File: config.mk
export PLATFORM = sky130hd
export DESIGN_NAME = spi_rdtrig_master
export DESIGN_NICKNAME = d
export VERILOG_FILES = /design/src/rtl/spi_rdtrig_master.sv
export SDC_FILE = /design/constraint.sdc
export NUM_CORES = 1
export LEC_CHECK = 0
export ABC_AREA = 1
export BUFFER_PORTS_ARGS = -buffer_cell sky130_fd_sc_hd__buf_2
export CAP_MARGIN = 20
export CORE_AREA = 3 3 143 145
export CTS_CLUSTER_SIZE = 14
export DETAILED_ROUTE_END_ITERATION = 8
export DIE_AREA = 0 0 146 148
export PLACE_DENSITY = 0.64
export SLEW_MARGIN = 10
export SYNTH_ARGS = -nofsm -noshare
export SYNTH_HDL_FRONTEND = slang
export SYNTH_SLANG_ARGS = --single-unit
export TNS_END_PERCENT = 50
File: constraint.sdc
create_clock -name clk -period 2.2 [get_ports clk]
set_clock_uncertainty 0.2 [all_clocks]
set_input_delay 0.11 -clock clk [delete_from_list [all_inputs] [get_ports clk]]
set_output_delay 0.11 -clock clk [all_outputs]
set_load 0.02 [all_outputs]
File: src/rtl/spi_rdtrig_master.sv
module spi_rdtrig_master #(
  parameter logic [15:0] BAUD_INIT = 16'd4,
  parameter logic [15:0] CTRL_INIT = 16'h000B
) (
  input  logic        clk,
  input  logic        rst_n,
  input  logic        bus_rd,
  input  logic        bus_wr,
  input  logic [2:0]  bus_addr,
  input  logic [15:0] bus_wdata,
  output logic [15:0] bus_rdata,
  output logic        sclk_o,
  output logic        sclk_oe,
  output logic        mosi_o,
  output logic        mosi_oe,
  output logic        cs_n_o,
  output logic        cs_oe,
  input  logic        miso_i,
  output logic        irq_o
);

  localparam logic [2:0]  A_CTRL = 3'd0;
  localparam logic [2:0]  A_BAUD = 3'd1;
  localparam logic [2:0]  A_TX   = 3'd2;
  localparam logic [2:0]  A_RX   = 3'd3;
  localparam logic [2:0]  A_SHD  = 3'd4;
  localparam logic [2:0]  A_STAT = 3'd5;
  localparam logic [15:0] MIN_HALF = 16'd2;

  logic [15:0] ctrl, baud, txbuf, rxbuf, tx_lat, rx_sh, half_len, cnt;
  logic        rx_full, busy, sclk_q, mosi_q, w_cpha, w_lsb, w_size;
  logic [5:0]  half;
  logic [4:0]  txi, rxi;

  wire        en    = ctrl[0];
  wire        mstr  = ctrl[1];
  wire [1:0]  imode = ctrl[7:6];
  wire        rx_rd = bus_rd && (bus_addr == A_RX);
  wire        tx_wr = bus_wr && (bus_addr == A_TX);
  wire        start = en && mstr && !busy &&
                      ((imode == 2'b00 && rx_rd) || (imode == 2'b01 && tx_wr));
  wire [15:0] load_val  = tx_wr ? bus_wdata : txbuf;
  wire [15:0] eff       = (baud < MIN_HALF) ? MIN_HALF : baud;
  wire [4:0]  nbits     = w_size ? 5'd16 : 5'd8;
  wire [5:0]  last_edge = {nbits, 1'b0};
  wire        tick      = (cnt == half_len - 16'd1);
  wire        lead      = ~half[0];
  wire        smp       = w_cpha ? ~lead : lead;
  wire [4:0]  txn       = txi + 5'd1;
  wire        drv       = ~smp && (~w_cpha || half != 6'd0) && (txn < nbits);

  function automatic logic [3:0] bitpos(input logic lsb, input logic sz, input logic [4:0] i);
    bitpos = lsb ? i[3:0] : ((sz ? 4'd15 : 4'd7) - i[3:0]);
  endfunction

  always_comb begin
    case (bus_addr)
      A_CTRL:        bus_rdata = ctrl;
      A_BAUD:        bus_rdata = baud;
      A_TX:          bus_rdata = txbuf;
      A_RX, A_SHD:   bus_rdata = rxbuf;
      A_STAT:        bus_rdata = {14'd0, rx_full, busy};
      default:       bus_rdata = 16'd0;
    endcase
  end

  assign sclk_o  = busy ? sclk_q : ctrl[2];
  assign mosi_o  = mosi_q;
  assign cs_n_o  = ~busy;
  assign sclk_oe = en;
  assign mosi_oe = en;
  assign cs_oe   = en;
  assign irq_o   = rx_full;

  always_ff @(posedge clk or negedge rst_n) begin
    if (!rst_n) begin
      ctrl     <= CTRL_INIT;
      baud     <= BAUD_INIT;
      txbuf    <= '0;
      rxbuf    <= '0;
      tx_lat   <= '0;
      rx_sh    <= '0;
      half_len <= MIN_HALF;
      cnt      <= '0;
      half     <= '0;
      txi      <= '0;
      rxi      <= '0;
      rx_full  <= 1'b0;
      busy     <= 1'b0;
      sclk_q   <= 1'b0;
      mosi_q   <= 1'b0;
      w_cpha   <= 1'b0;
      w_lsb    <= 1'b0;
      w_size   <= 1'b0;
    end else begin
      if (bus_wr) begin
        case (bus_addr)
          A_CTRL:  ctrl  <= bus_wdata;
          A_BAUD:  baud  <= bus_wdata;
          A_TX:    txbuf <= bus_wdata;
          default: ;
        endcase
      end
      if (rx_rd) rx_full <= 1'b0;
      if (!en) begin
        busy <= 1'b0;
      end else if (start) begin
        busy     <= 1'b1;
        half_len <= eff;
        w_cpha   <= ctrl[3];
        w_lsb    <= ctrl[4];
        w_size   <= ctrl[5];
        cnt      <= '0;
        half     <= '0;
        txi      <= '0;
        rxi      <= '0;
        rx_sh    <= '0;
        tx_lat   <= load_val;
        sclk_q   <= ctrl[2];
        mosi_q   <= load_val[bitpos(ctrl[4], ctrl[5], 5'd0)];
      end else if (busy) begin
        if (!tick) begin
          cnt <= cnt + 16'd1;
        end else begin
          cnt  <= '0;
          half <= half + 6'd1;
          if (half < last_edge) begin
            sclk_q <= ~sclk_q;
            if (smp) begin
              rx_sh[bitpos(w_lsb, w_size, rxi)] <= miso_i;
              rxi <= rxi + 5'd1;
            end
            if (drv) begin
              mosi_q <= tx_lat[bitpos(w_lsb, w_size, txn)];
              txi    <= txn;
            end
          end else begin
            busy    <= 1'b0;
            rxbuf   <= rx_sh;
            rx_full <= 1'b1;
          end
        end
      end
    end
  end

endmodule


# After elaboration in Yosys (flattened, before gate mapping)
# Index checks and enable logic that the tools add are counted.
dict set report word_totals {
  romBits 0
  n_memories 0
  elab_cells 137
  mem_bits_rw 0
  in_bits 24
  latchBits 0
  out_inout_bits 23
  regBits 151
}
dict set report classes {
  mul 0
  bitwise 7
  eq_ne 7
  reduce_logical 32
  shifts 0
  muxes 59
  add_sub_neg 7
  order_cmp 7
  div 0
}
# cell n
set ops {}
lappend ops {{$mux W16} 10}
lappend ops {{$pmux W16 S5} 1}
lappend ops {{$mux W5} 11}
lappend ops {{$mux W1} 25}
lappend ops {{$mux W4} 5}
lappend ops {{$mux W6} 3}
lappend ops {{$add A16 B1 Y16 const B} 1}
lappend ops {{$bwmux W16} 1}
lappend ops {{$eq A16 B16 Y1} 1}
lappend ops {{$lt A16 B2 Y1 const B} 1}
lappend ops {{$sub A16 B1 Y16 const B} 1}
lappend ops {{$lt A4 B5 Y1 const B} 3}
lappend ops {{$reduce_and A5 Y1} 3}
lappend ops {{$add A5 B1 Y5 const B} 2}
lappend ops {{$logic_and A1 B1 Y1} 10}
lappend ops {{$reduce_and A2 Y1} 5}
lappend ops {{$reduce_bool A2 Y1} 5}
lappend ops {{$bmux W1 S4} 2}
lappend ops {{$sub A4 B4 Y4} 2}
lappend ops {{$not A1 Y1} 7}
lappend ops {{$add A6 B1 Y6 const B} 1}
lappend ops {{$eq A3 B2 Y1 const B} 2}
lappend ops {{$eq A3 B3 Y1 const B} 2}
lappend ops {{$lt A6 B6 Y1} 1}
lappend ops {{13 further kinds} 14}

# Longest topological paths before layout
# Gate-level depths: netlist of run 1.
dict set report depth {
  ltp_word 13
  mapped_depth 17
}

# Worst setup path before layout of run 1
# No wires, ideal clock.
dict set report synth_path {
  path_type {register to register}
  start {register half_len[1]}
  end {register mosi_q (netlist: mosi_o)}
  t_required_ns 1.881
  stages_incl_launch_ff 18
  slack_ns -0.108
  arrival_time_ns 1.989
  path_cell_list {dfstp_2 -> inv_1 -> ha_1 -> nand2_2 -> nor2_4 -> nand2_1 -> nand2_1 -> nand2_1 -> inv_1 -> nor2_1 -> nand2_1 -> nor2_1 -> nand2_2 -> nand2_1 -> buf_4 -> nand4_2 -> nand2_1 -> nand2_1}
}
dict set report synth_via {
  elab_chain_len 4
}
# item line
set synth_lines {}
lappend synth_lines {{from (decl)} 30} ;# logic [15:0] ctrl, baud, txbuf, rxbuf, tx_lat, rx_sh, half_len, cnt;
lappend synth_lines {{from (signal assigned)} 83} ;# half_len <= MIN_HALF;
lappend synth_lines {{from (signal assigned)} 109} ;# half_len <= eff;
lappend synth_lines {{$sub A16 B1 Y16} 46} ;# wire tick = (cnt == half_len - 16'd1);
lappend synth_lines {{$eq A16 B16 Y1} 46}
lappend synth_lines {{$reduce_bool A2 Y1 (no source line)} n/a}
lappend synth_lines {{$reduce_and A5 Y1 (no source line)} n/a}
lappend synth_lines {{to (signal assigned)} 120} ;# mosi_q <= load_val[bitpos(ctrl[4], ctrl[5], 5'd0)];
lappend synth_lines {{to (signal assigned)} 134} ;# mosi_q <= tx_lat[bitpos(w_lsb, w_size, txn)];
lappend synth_lines {{to (decl)} 31} ;# logic rx_full, busy, sclk_q, mosi_q, w_cpha, w_lsb, w_size;
# Every way passes these cells.
# A chain may end at the register's enable or synchronous reset.

# Final worst setup path of run 1
dict set report layout_path {
  start {register half_len[1]}
  end {register rxi[0]}
}
dict set report layout_via {
  elab_chain_len 4
}
# item line
set layout_lines {}
lappend layout_lines {{$sub A16 B1 Y16} 46}
lappend layout_lines {{$eq A16 B16 Y1} 46}
lappend layout_lines {{$reduce_bool A2 Y1 (no source line)} n/a}
lappend layout_lines {{$reduce_and A5 Y1 (no source line)} n/a}
lappend layout_lines {{to (signal assigned)} 131} ;# rxi <= rxi + 5'd1;
lappend layout_lines {{to (decl)} 33} ;# logic [4:0] txi, rxi;
# Every way passes these cells.

==> key figures, run 1 <==
Clocking
  • Clock sinks: 150
  • Clk buf depth: 2
  • Worst-path clk slew: 0.06 ns
  • Clock Latency Late Sink: 0.43 ns
  • TritonCTS Buffers: 17
  • # H-tree levels: 4
  • Clk root buf: clkbuf_16
  • CTS tree: built

Synth
  • Post-synth top flop: dfrtp_1
  • Mapped Nets: 1115
  • EDFF count, synth: 0
  • Post-synth top area share: 44.2%
  • Synth async-reset ratio: 100%
  • Top post-synthesis cells by area: dfrtp_1 (44%), nand2_1 (16%), o21ai_0 (5.9%), inv_1 (5.2%), nand3_1 (3.4%)
  • Cell taking the most area after synthesis: dfrtp_1
  • Mean Syn Cell Area: 7.58 um^2
  • Syn Inst Count: 1082
  • Synth cell types: 36
  • Mapped cell area: 8210 um^2
  • Yosys reg bits: 150
  • Synth Warn #: 0
  • Register area share after synthesis: 45.8%

Cells and area
  • Area Overhead vs Synth: 28.4%
  • Layout Cell Area excl Fill: 10500 um^2
  • # diodes: 0
  • Fillcell total: 1841
  • Final nets: 1264
  • Cell Count, Final, Fillers Out: 1509
  • Fin util: 54.5%
  • Layout cells sized above 1: 20.1%

GRT
  • Total GRT Usage: 22.2%
  • Met3 Usage GRT: 3.77%
  • Most Crowded Layer GR: met2
  • Number of global-route vias before repair: 7564
  • GR Overflow Total: 0
  • Initial antenna violation count: 0
  • Met2 Resource Use GR: 37.2%
  • Largest net degree at the start of global routing: 58
  • First-pass GRT wire length: 38300 um
  • Met1 GRT Util: 29.8%

Timing
  • Final Max Tran Viols: 0
  • Setup TNS: -11.13 ns
  • Post-route minimum period: 2.48 ns
  • Slew @ Worst Pin: 0.598 ns
  • Final hold vios: 0
  • Max frequency: 403 MHz
  • Unrepaired setup endpoints after global routing: yes
  • Hold Slack: 0.0195 ns
  • Final setup viols: 66
  • Final WS setup: -0.280 ns
  • Worst slew margin: 60.1%
  • Final critical-path share of the clock period: 113%

Worst setup path
  • Critical Path RT: 2.37 ns
  • Reg2reg path depth: 17
  • Reg2Reg Capture Point: rxi[0]
  • Crit end category: flip-flop
  • WS Path Type: reg -> reg
  • Setup crit start: half_len[1]
  • Register-to-Register Setup Slack: -0.28 ns
  • Arr. time, crit path: 2.65 ns
  • Startpoint type of the worst setup path: flip-flop
  • Max Fanout on Critical Path: 7
  • CP endpoint: rxi[0]
  • Reg2reg start: half_len[1]

Placement
  • Placer Congestion: 0.920
  • Pre-CTS WS: -0.390 ns
  • HPWL after DPL: 17000 um
  • Post-Place Cells: 1443
  • Port Buf Inserts: 46
  • Placed Area: 9370 um^2

Routing
  • Wirelength per Cell: 15.6 um
  • DRC viols: 0
  • DR vias: 7722
  • Drt total wl: 23600 um
  • Starting DRT DRC Count: 554
  • Final ANT Viol Nets: 0
  • Via density: 5.12
  • First-pass detailed-route iteration total: 6

Flow run
  • MaxCap Viol Count: 0

Floorplan
  • FP Rows: 51
  • Die Y: 148 um
  • Initial Util: 42.4%
  • Die ar.: 21600 um^2
  • Die X: 146 um
  • I/O pin count: 47
  • CORE AREA: 19300 um^2

Status
  • Failing checks: negative setup slack
  • Status: finished, violations left

Worst hold path
  • Worst hold path class: in -> async

Pwr
  • P_leak: 5.32 nW
  • Final Power: 11.7 mW
  • Pwr Density: 1110 nW/um^2
  • Worst ir drop on vdd: 654 uV
cells in the final DEF, fill, tap and decap left out, drive strengths merged, types with 10 or more instances in the layout:
cell / Yosys / routed
buf: 25 / 151
clkbuf: 22 / 23
dfrtp: 145 / 145
dlygate4sd3: 0 / 24
inv: 116 / 118
nand2: 364 / 364
nand3: 56 / 56
nand3b: 10 / 10
nand4: 45 / 45
nor2: 66 / 66
nor3: 27 / 27
o2111ai: 11 / 11
o211ai: 11 / 11
o21ai: 104 / 104
xnor2: 11 / 11
xor2: 30 / 30
metal layers:
metal  vias to the layer above  share of wire, %
met2                       197                48
met3                        35               4.7
li1                       3821                 -
met4                         0               2.0
met5                         -                 0
met1                      3669                45
where the power goes:
| group | leakage [nW] | internal [mW] | switching, mW |
|---|---|---|---|
| Clock | 0.288 | 1.82 | 1.18 |
| Sequential | 1.91 | 3.32 | 0.450 |
| Combinational | 3.12 | 2.06 | 2.85 |
| Total | 5.32 | 7.20 | 4.48 |
worst min-delay path by stage:
stage | start | to | slack, ns | cells past startpoint
after floorplan | rst_n | baud[0] | -0.39 | 0
after global placement | rst_n | cnt[10] | -0.07 | 1
after detailed placement | rst_n | cnt[10] | -0.07 | 1
after CTS | rst_n | cnt[10] | 0.06 | 2
after global routing | rst_n | cnt[6] | 0.08 | 2
final | rst_n | cnt[10] | 0.02 | 2
state kept, by name, summed over array words and instances (netlist names), 4 cells and up:
register and flops:
ctrl 16, cnt 16, rx_sh 16, txi 5, rxbuf 16, half_len 16
half 6, tx_lat 16, txbuf 16, baud 16, rxi 4
critical path, stage by stage, from the launching register on:
cell	delay [ns]
dfstp_2	0.54
nor2_2	0.04
nand2_2	0.13
nor2_4	0.08
buf_6	0.12
nand2_2	0.06
nand2_2	0.05
nand2_2	0.09
inv_2	0.03
nor2_1	0.09
nand2_1	0.07
nor2_2	0.17
nand2_4	0.11
o21bai_4	0.19
buf_12	0.17
clkbuf_16	0.15
nand4_1	0.08
nand2_1	0.08
synthesized netlist by cell type, drive strengths merged (2+ instances only):
cell,n
inv,116
nand3,56
dfrtp,145
nor4,6
or2,3
o21ai,104
nand2,364
dfstp,5
nor3b,2
ha,9
o211ai,11
o2111ai,11
nor2,66
a21oi,9
nand4,45
xnor2,11
clkbuf,22
buf,25
nand3b,10
xor2,30
nor3,27
area by class of cell:
| cell class | count | area, um^2 | share of cell area, % |
|---|---|---|---|
| multi-input combinational | 769 | 3960 | 37.5 |
| inverter | 116 | 440 | 4.18 |
| sequential | 150 | 3760 | 35.7 |
| clock buffer | 21 | 450 | 4.27 |
| timing repair buffer | 177 | 1450 | 13.7 |
| clock inverter | 11 | 146 | 1.39 |
| tap | 265 | 332 | 3.15 |
kinds of logic after synthesis:
logic type | after synthesis | synth area share (%)
AND/OR/NAND/NOR | 581 | 30.7
XOR/XNOR | 41 | 4.38
buffers and inverters | 163 | 8.22
AO/OA/AOI/OAI | 138 | 9.53
adder cells (fa/ha/maj) | 9 | 1.37
flip-flops | 150 | 45.8
repair_timing:
action / 4_1_cts / 5_1_grt
buffers inserted: 6 / 3
pin swaps: 7 / 23
endpoints found under the hold margin: 198 / 0
cloned: 0 / 2
setup endpoints to repair: 67 / 83
gates resized for setup: 16 / 48
hold buffers: 24 / 0
No activity file was read; power rests on OpenSTA's default activity.
==> run 2, diff against run 1 <==
- CORE_AREA: 3 3 143 145 -> 3 3 158 160
- DIE_AREA: 0 0 146 148 -> 0 0 161 163
- PLACE_DENSITY: 0.64 -> 0.55
==> key figures, run 2 (synthesis gave the netlist of run 1 again) <==
Pwr
  • P_leak: 5.32 nW (about the same)
  • Worst ir drop on vdd: 472 uV (-28%)
  • Pwr Density: 1100 nW/um^2 (-1.1%)

Routing
  • Starting DRT DRC Count: 549 (-0.90%)
  • DRC viols: 0 (unchanged)
  • Wirelength per Cell: 15.4 um (-1.3%)
  • DR vias: 7532 (-2.5%)
  • Final ANT Viol Nets: 0 (unchanged)
  • Drt total wl: 24100 um (+2.0%)
  • Via density: 4.83 (-5.6%)
  • First-pass detailed-route iteration total: 5 (-1)

Clocking
  • # H-tree levels: 4 (unchanged)
  • CTS tree: built
  • Clk root buf: clkbuf_16
  • Clock Latency Late Sink: 0.43 ns (about the same)
  • Clk buf depth: 2 (unchanged)
  • Clock sinks: 150 (unchanged)
  • Worst-path clk slew: 0.07 ns (about the same)
  • TritonCTS Buffers: 17 (unchanged)

GRT
  • Total GRT Usage: 18.9% (-3.3 points)
  • Initial antenna violation count: 0 (unchanged)
  • Number of global-route vias before repair: 7396 (-2.2%)
  • Largest net degree at the start of global routing: 48 (-17%)
  • GR Overflow Total: 0 (unchanged)
  • First-pass GRT wire length: 39100 um (+2.0%)

Cells and area
  • Area Overhead vs Synth: 29.0%
  • Cell Count, Final, Fillers Out: 1560 (+3.4%)
  • Commonest non-fill, non-tap cell in the layout: nand2_1
  • Most frequent cells in the layout: nand2_1 (351), dfrtp_1 (145), inv_1 (111), o21ai_0 (93), buf_4 (89)
  • Fin util: 45.0% (-9.5 points)
  • # diodes: 0 (unchanged)
  • Final nets: 1261 (-0.24%)
  • Layout cells sized above 1: 20.1% (-0.032 points)

Timing
  • Post-route minimum period: 2.35 ns (-0.127 ns)
  • Final setup viols: 66 (unchanged)
  • Max frequency: 425 MHz (+5.4%)
  • Final WS setup: -0.153 ns (+0.127 ns)
  • Final critical-path share of the clock period: 107% (-5.8 points)
  • Final hold vios: 0 (unchanged)
  • Worst slew margin: 68.0% (+7.8 points)
  • Unrepaired setup endpoints after global routing: yes
  • Final Max Tran Viols: 0 (unchanged)
  • Slew @ Worst Pin: 0.475 ns (-0.123 ns)

Worst setup path
  • Arr. time, crit path: 2.53 ns (-0.12 ns)
  • Startpoint type of the worst setup path: flip-flop
  • WS Path Type: reg -> reg
  • Critical Path RT: 2.37 ns (about the same)
  • Setup crit start: half_len[1]
  • Reg2reg start: half_len[1]
  • Crit end category: flip-flop
  • Max Fanout on Critical Path: 7 (unchanged)

Placement
  • Port Buf Inserts: 46 (unchanged)
  • HPWL after DPL: 17700 um (+4.3%)
  • Placer Congestion: 0.836 (-9.1%)
  • Post-Place Cells: 1499 (+3.9%)

Floorplan
  • Die X: 161 um (+10%)
  • I/O pin count: 47 (unchanged)
  • Die Y: 163 um (+10%)
  • FP Rows: 56 (+9.8%)
  • Die ar.: 26200 um^2 (+21%)
  • Initial Util: 34.9% (-7.6 points)
  • CORE AREA: 23500 um^2 (+22%)

Flow run
  • MaxCap Viol Count: 0 (unchanged)

Status
  • Status: finished, violations left
  • Failing checks: negative setup slack

Worst hold path
  • Worst hold path class: in -> async
==> run 2: area by class of cell <==
| type | instances | area [um^2] |
|---|---|---|
| Fill cell | 2408 | 13000 |
| Multi-Input combinational cell | 769 | 3950 |
| Sequential cell | 150 | 3760 |
| Timing Repair Buffer | 174 | 1460 |
| Inverter | 116 | 438 |
| Clock buffer | 17 | 425 |
| Tap cell | 319 | 399 |
| Clock inverter | 15 | 158 |
==> run 2: timing repair <==
action                     4_1_cts  5_1_grt
hold endpoints to repair       200        0
resized for setup               30       28
cloned                           3        0
setup buffers                    3        2
pin swaps                       10       12
hold buffers                    21        0
setup endpoints to repair       67       82
==> run 2: worst max-delay path, cell delays in order (launching register included) <==
cell,delay (ns)
dfstp_2,0.53
inv_2,0.05
ha_4,0.17
nand2_4,0.10
nor2_4,0.05
nand2_1,0.07
nand2_1,0.05
nand2_1,0.05
nand2_1,0.05
nor2_1,0.09
nand2_1,0.07
nor2_2,0.13
nand2_4,0.10
o21bai_4,0.14
buf_12,0.16
buf_8,0.12
nand4_1,0.08
nand2_1,0.08
==> run 2: stage by stage <==
step           setup TNS, ns  setup WS (ns)  hold WS [ns]  instance area (um^2)  total power, mW
2_1_floorplan              0        0.00200        -0.386                  8250             6.50
3_3_place_gp          -16.47         -0.326        -0.158                  9470             8.27
3_5_place_dp          -18.30         -0.371        -0.156                  9470             8.31
4_1_cts                -6.25         -0.150        0.0179                 10500             11.5
5_1_grt               -18.56         -0.328        0.0334                 10600             12.5
6_report               -7.63         -0.153        0.0192                 10600             11.6
==> run 2: routing by layer <==
metal / GRT usage, % / up-vias / share of wire [%]
li1: - / 3804 / -
met1: 25.6 / 3568 / 47
met2: 31.2 / 136 / 48
met3: 3.76 / 24 / 4.1
met4: 5.12 / 0 / 1.5
met5: 0 / - / 0
==> run 2: worst paths after layout <==
check / slack, ns / cells after the start / endpoint
hold / removal: 0.02 / 3 / rxi[2]
setup reg to reg: -0.15 / 17 / txi[2]
setup / recovery: -0.15 / 17 / txi[2]
min in group clk: 0.07 / 5 / baud[2]
hold reg to reg: 0.28 / 2 / rxbuf[2]
max in group asynchronous: 1.38 / 3 / ctrl[3]
==> run 2: report_power, final <==
part           switching, mW  internal, mW
Clock                   1.35          1.51
Sequential             0.426          3.31
Combinational           2.88          2.12
